$ cat config.mk
export PLATFORM = sky130hd
export DESIGN_NAME = pwr_stamp_keeper
export DESIGN_NICKNAME = d
export VERILOG_FILES = /design/src/rtl/pwr_stamp_keeper.sv
export SDC_FILE = /design/constraint.sdc
export NUM_CORES = 1
export LEC_CHECK = 0
export BUFFER_PORTS_ARGS = -buffer_cell sky130_fd_sc_hd__clkbuf_2
export CAP_MARGIN = 20
export CORE_MARGIN = 10
export CORE_UTILIZATION = 30
export CTS_BUF_LIST = sky130_fd_sc_hd__clkbuf_8
export CTS_CLUSTER_SIZE = 40
export DETAILED_ROUTE_END_ITERATION = 8
export HOLD_SLACK_MARGIN = 0.05
export SYNTH_ARGS = -nofsm -noshare
export SYNTH_HDL_FRONTEND = slang
export SYNTH_SLANG_ARGS = --single-unit
$ cat constraint.sdc
create_clock -name clk -period 1.5 [get_ports clk]
set_input_delay 0 -clock clk [delete_from_list [all_inputs] [get_ports clk]]
set_output_delay 0 -clock clk [all_outputs]
set_load 0.05 [all_outputs]
$ cat src/rtl/pwr_stamp_keeper.sv
module pwr_stamp_keeper #(
  parameter int FW = 8,
  parameter int NF = 5
) (
  input  logic             clk,
  input  logic             rst_n,
  input  logic [FW*NF-1:0] now_time,
  input  logic             to_batt_stb,
  input  logic             to_main_stb,
  input  logic             clr_wr,
  output logic [FW*NF-1:0] down_stamp,
  output logic [FW*NF-1:0] up_stamp,
  output logic             down_held
);
  localparam int SW = FW * NF;

  logic take_down, take_up;

  assign take_down = to_batt_stb && !down_held && !clr_wr;
  assign take_up   = to_main_stb && !clr_wr;

  always_ff @(posedge clk or negedge rst_n) begin
    if (!rst_n) begin
      down_stamp <= '0;
      down_held  <= 1'b0;
    end else if (clr_wr) begin
      down_stamp <= '0;
      down_held  <= 1'b0;
    end else if (take_down) begin
      down_stamp <= now_time;
      down_held  <= 1'b1;
    end
  end

  always_ff @(posedge clk or negedge rst_n) begin
    if (!rst_n)        up_stamp <= {SW{1'b0}};
    else if (clr_wr)   up_stamp <= {SW{1'b0}};
    else if (take_up)  up_stamp <= now_time;
  end
endmodule


# Word-level counts from Yosys, hierarchy flattened
# Cells that the tools add are included.
# Widths: inputs -> output; s select.
op_classes:
  reduce_logical: 7
  n_mux: 6
op_table:
  columns: ["operator", "count"]
  rows:
  - ["$mux 40", 4]
  - ["$reduce_bool 2->1", 2]
  - ["$logic_and 1x1->1", 3]
  - ["$logic_not 1->1", 2]
  - ["$mux 1", 2]
totals:
  inputBits: 45
  register_bits: 81
  wordCells: 16
  out_inout_bits: 81

# Logic depth before layout (Yosys ltp)
logic_depth:
  ltp_word: 5
  depth_mapped: 4
  depth_no_buf: 2

# Least setup slack after synthesis
# No wires, ideal clock.
synth_timing:
  kind: "register -> register"
  from: "reg down_held"
  to: "reg down_stamp[0]"
  period_less_slack_ns: 1.312
  required_ns: 1.380
  setup_time_ns: 0.120
  stages_incl_launch_ff: 4
  arrival_time_ns: 1.192
  path_buffers: 1
  slack_ns: 0.188
  cell_sequence: "dfrtp_1 -> and2b_4 -> buf_12 -> o21ai_2"
synth_between:
  elab_chain_cells: 4
synth_rtl:
  columns: ["element", "line", "rtl"]
  rows:
  - ["from (decl)", "13", "output logic down_held"]
  - ["from (signal assigned)", "25", "down_held <= 1'b0;"]
  - ["from (signal assigned)", "28", "down_held <= 1'b0;"]
  - ["from (signal assigned)", "31", "down_held <= 1'b1;"]
  - ["$logic_not 1->1", "19", "assign take_down = to_batt_stb && !down_held && !clr_wr;"]
  - ["$logic_and 1x1->1 (2 in a row)", "19", null]
  - ["$reduce_bool 2->1 (no line)", null, null]
  - ["to (signal assigned)", "30", "down_stamp <= now_time;"]
  - ["to (decl)", "11", "output logic [FW*NF-1:0] down_stamp,"]
# Every way passes these cells.
# A chain may end at the register's enable or synchronous reset.

# Worst setup path after layout
layout_timing:
  from: "reg down_held"
  to: "out down_held"
# No word-level cell between the ends.

==> implementation parameters <==
Parameter                              Value

Global route
  GRT Overall Usage ... 0.1178
  Number of global-route vias before repair ... 3133
  Number of antenna violations at the first check in global routing ... 0
  Maximum number of pins on one net before global-route repair ... 122
  Total congestion overflow after global routing ... 0
  Wire length of the first global-routing pass ... 17040 um

Yosys
  Fraction of the yosys area taken by sequential cells ... 0.5158
  Synth warn ... 0
  Synthesized area per cell ... 12.52 um2
  Cell with the most instances after synthesis ... sky130_fd_sc_hd__dfrtp_1
  Number of distinct library cells after synthesis ... 13
  Synthesized net count ... 359
  Async set-or-reset flop fraction in the synthesized netlist ... 1.000
  Synthesized flop and latch total ... 81
  Ranking of synthesized cells by instance count ... 81 x sky130_fd_sc_hd__dfrtp_1, 42 x sky130_fd_sc_hd__nor2_1
  Area of the mapped netlist ... 3930 um2
  Main flop type after synthesis ... sky130_fd_sc_hd__dfrtp_1
  Post-synth top area cell ... sky130_fd_sc_hd__dfrtp_1
  Cells after Synth ... 314
  Share of the synthesized area in the top cell type ... 0.5158
  Dominant cells by area after synthesis ... sky130_fd_sc_hd__dfrtp_1 52%, sky130_fd_sc_hd__nand4bb_1 11%, sky130_fd_sc_hd__mux2i_1 10%
  EDFF count, synth ... 0

Die
  Placeable Area ... 12720 um2
  Initial core utilization ... 0.3089
  Die span in y ... 134.5 um
  Die boundary width ... 134.5 um
  Top-level I/O count ... 126
  Floorplan die area ... 18080 um2
  Cell Rows ... 41

Clock network
  TritonCTS Sinks ... 81
  Max Buffers Root-to-Sink ... 2
  CTS tree ... built
  Clock H-tree levels ... 3
  Clock slew at reported path FFs ... 0.08 ns
  Total clock buffers created by CTS ... 9
  Clock tree root buffer cell ... sky130_fd_sc_hd__clkbuf_8
  Worst-Skew Late Latency ... 0.36 ns
  Post-cts gate resize count ... 0

Final layout
  Design Area, Final ... 5269 um2
  Area occupied by multi-input gates ... 1619 um2
  Fin cells ... 649
  Share of layout cells above drive strength 1 ... 0.3941
  Net total in the final layout ... 517
  Area growth from synthesis to layout ... 34.07%
  Number of fillers in the final layout ... 1271
  Antenna Diode Count ... 0
  Area occupied by registers ... 2027 um2

Routing
  Post-route DRC ... 0
  Pre-antenna DRT Iters ... 4
  Number of design-rule violations left by the first detailed-router iteration ... 132
  Ratio of routed vias to standard cells ... 4.478
  Final WL ... 10220 um
  Number of nets with antenna violations after routing ... 0
  Via total after detailed routing ... 2906
  Post-DR wirelength/cell ... 15.75 um

Min path
  Cells on Worst Hold Path ... 4
  Source of the worst hold timing path ... to_batt_stb
  Class of the tightest hold or removal check ... in2reg
  Capture endpoint of the worst hold path ... down_held

STA
  Max Slew Vio Count ... 0
  Post-layout minimum cycle time ... 1.231 ns
  Count of endpoints failing setup in the final report ... 0
  Final Hold Vio Count ... 0
  Final Worst Setup Slack ... 0.2685 ns
  Worst slew margin relative to its limit ... 0.7317
  Clk_skew ... 0.006182 ns
  Post-route clock period utilization ... 0.8210
  Transition time at the pin with the least slew margin ... 0.4025 ns
  Maximum frequency from static timing analysis ... 0.8120 GHz
  Accumulated negative setup slack ... 0 ns
  Unrepaired setup endpoints after global routing ... no

Power
  Total power density per cell area ... 1006 nW/um2
  Worst vdd ir ... 391.9 uV
  Static power due to leakage ... 2.590 nW

Critical path
  CP Launch Type ... register
  Reg-to-reg setup timing slack ... 0.43 ns
  Startpoint of the lowest-slack register-to-register path ... down_held
  Type of destination of the critical path ... output pin
  Worst Path Max Fanout ... 32
  CP Data Required Time ... 1.50 ns
  Register-to-Register Path Depth ... 3
  Kind of critical path ... reg2out
  Crit path arrival time ... 1.23 ns
  End of the worst register-to-register path ... down_stamp[8]

Flow run
  Number of max-cap violations ... 0

Placed design
  Cells after DPL ... 591
  Gp weighted congestion ... 0.6799
  Port bufs ... 125
  Detailed-placement wirelength estimate ... 6932 um
  DP Worst Slack ... 0.4396 ns
  Post-DP Area ... 4644 um2

Status
  Status ... completed
-- metrics by stage --
stage | util | total power [mW] | hold WS (ns)
after floorplan | - | 3.267 | -0.2956
after global placement | 0.3651 | 3.578 | -0.1635
after detailed placement | 0.3651 | 3.599 | -0.1632
after CTS | 0.4141 | 5.403 | 0.1046
after global routing | 0.4141 | 5.607 | 0.1448
final | 0.4141 | 5.302 | 0.1309
-- registers in the layout, summed over array words and instances, names as in the netlist --
| register | cells |
|---|---|
| down_stamp | 40 |
| up_stamp | 40 |
| down_held | 1 |
-- cells by family after synthesis --
logic type             after synthesis  share of synthesized area
AOI/OAI and AO/OA                   40                    0.08914
buffers and inverters               30                    0.07227
DFF                                 81                     0.5158
muxes                               40                     0.1019
and+or+nand+nor                    123                     0.2209
-- per-layer routing --
metal	global-route usage	vias to the layer above	routed length, um
met5	0	-	0
met4	0.04414	0	157
met3	0.04674	13	719
met2	0.1879	79	4993
met1	0.1397	1391	4349
li1	-	1423	-
-- worst max-delay path, stage by stage, from the launching register on --
cell and delay (ns):
sky130_fd_sc_hd__dfrtp_1 0.36, sky130_fd_sc_hd__buf_4 0.31, sky130_fd_sc_hd__buf_12 0.18
-- layout by cell type, fill, tap and decap left out --
cell type,n
sky130_fd_sc_hd__inv_1,4
sky130_fd_sc_hd__and2b_4,1
sky130_fd_sc_hd__bufinv_16,2
sky130_fd_sc_hd__nor2_1,42
sky130_fd_sc_hd__o21ai_2,40
sky130_fd_sc_hd__clkinv_2,1
sky130_fd_sc_hd__buf_4,7
sky130_fd_sc_hd__buf_12,6
sky130_fd_sc_hd__mux2i_1,40
sky130_fd_sc_hd__clkbuf_8,9
sky130_fd_sc_hd__dlygate4sd3_1,42
sky130_fd_sc_hd__nand2b_1,40
sky130_fd_sc_hd__nand4bb_1,40
sky130_fd_sc_hd__clkbuf_2,122
sky130_fd_sc_hd__dfrtp_1,81
-- how the worst max path moves through the flow --
stage                endpoint      start  cells past startpoint
2_1_floorplan   down_stamp[0]  down_held                      3
3_3_place_gp    down_stamp[3]  down_held                      3
3_5_place_dp   down_stamp[20]  down_held                      3
4_1_cts             down_held  down_held                      2
5_1_grt             down_held  down_held                      2
6_report            down_held  down_held                      2
-- what timing repair did --
action | CTS | global route
hold buffers | 42 | 0
setup buffers | 0 | 0
setup endpoints to repair | 0 | 0
endpoints found under the hold margin | 161 | 0
-- final cells by class --
class | count | area share
tap | 172 | 0.04085
clock inverter | 7 | 0.01520
timing repair buffer | 177 | 0.2284
sequential | 81 | 0.3847
clock buffer | 9 | 0.02351
multi-input combinational | 203 | 0.3073
-- where the power goes --
group / switching, mW / total, mW / internal (mW)
registers: 0.0703 / 2.38 / 2.31
logic: 0.838 / 1.25 / 0.410
clock network: 0.766 / 1.68 / 0.911
No activity file was read; power rests on OpenSTA's default activity.
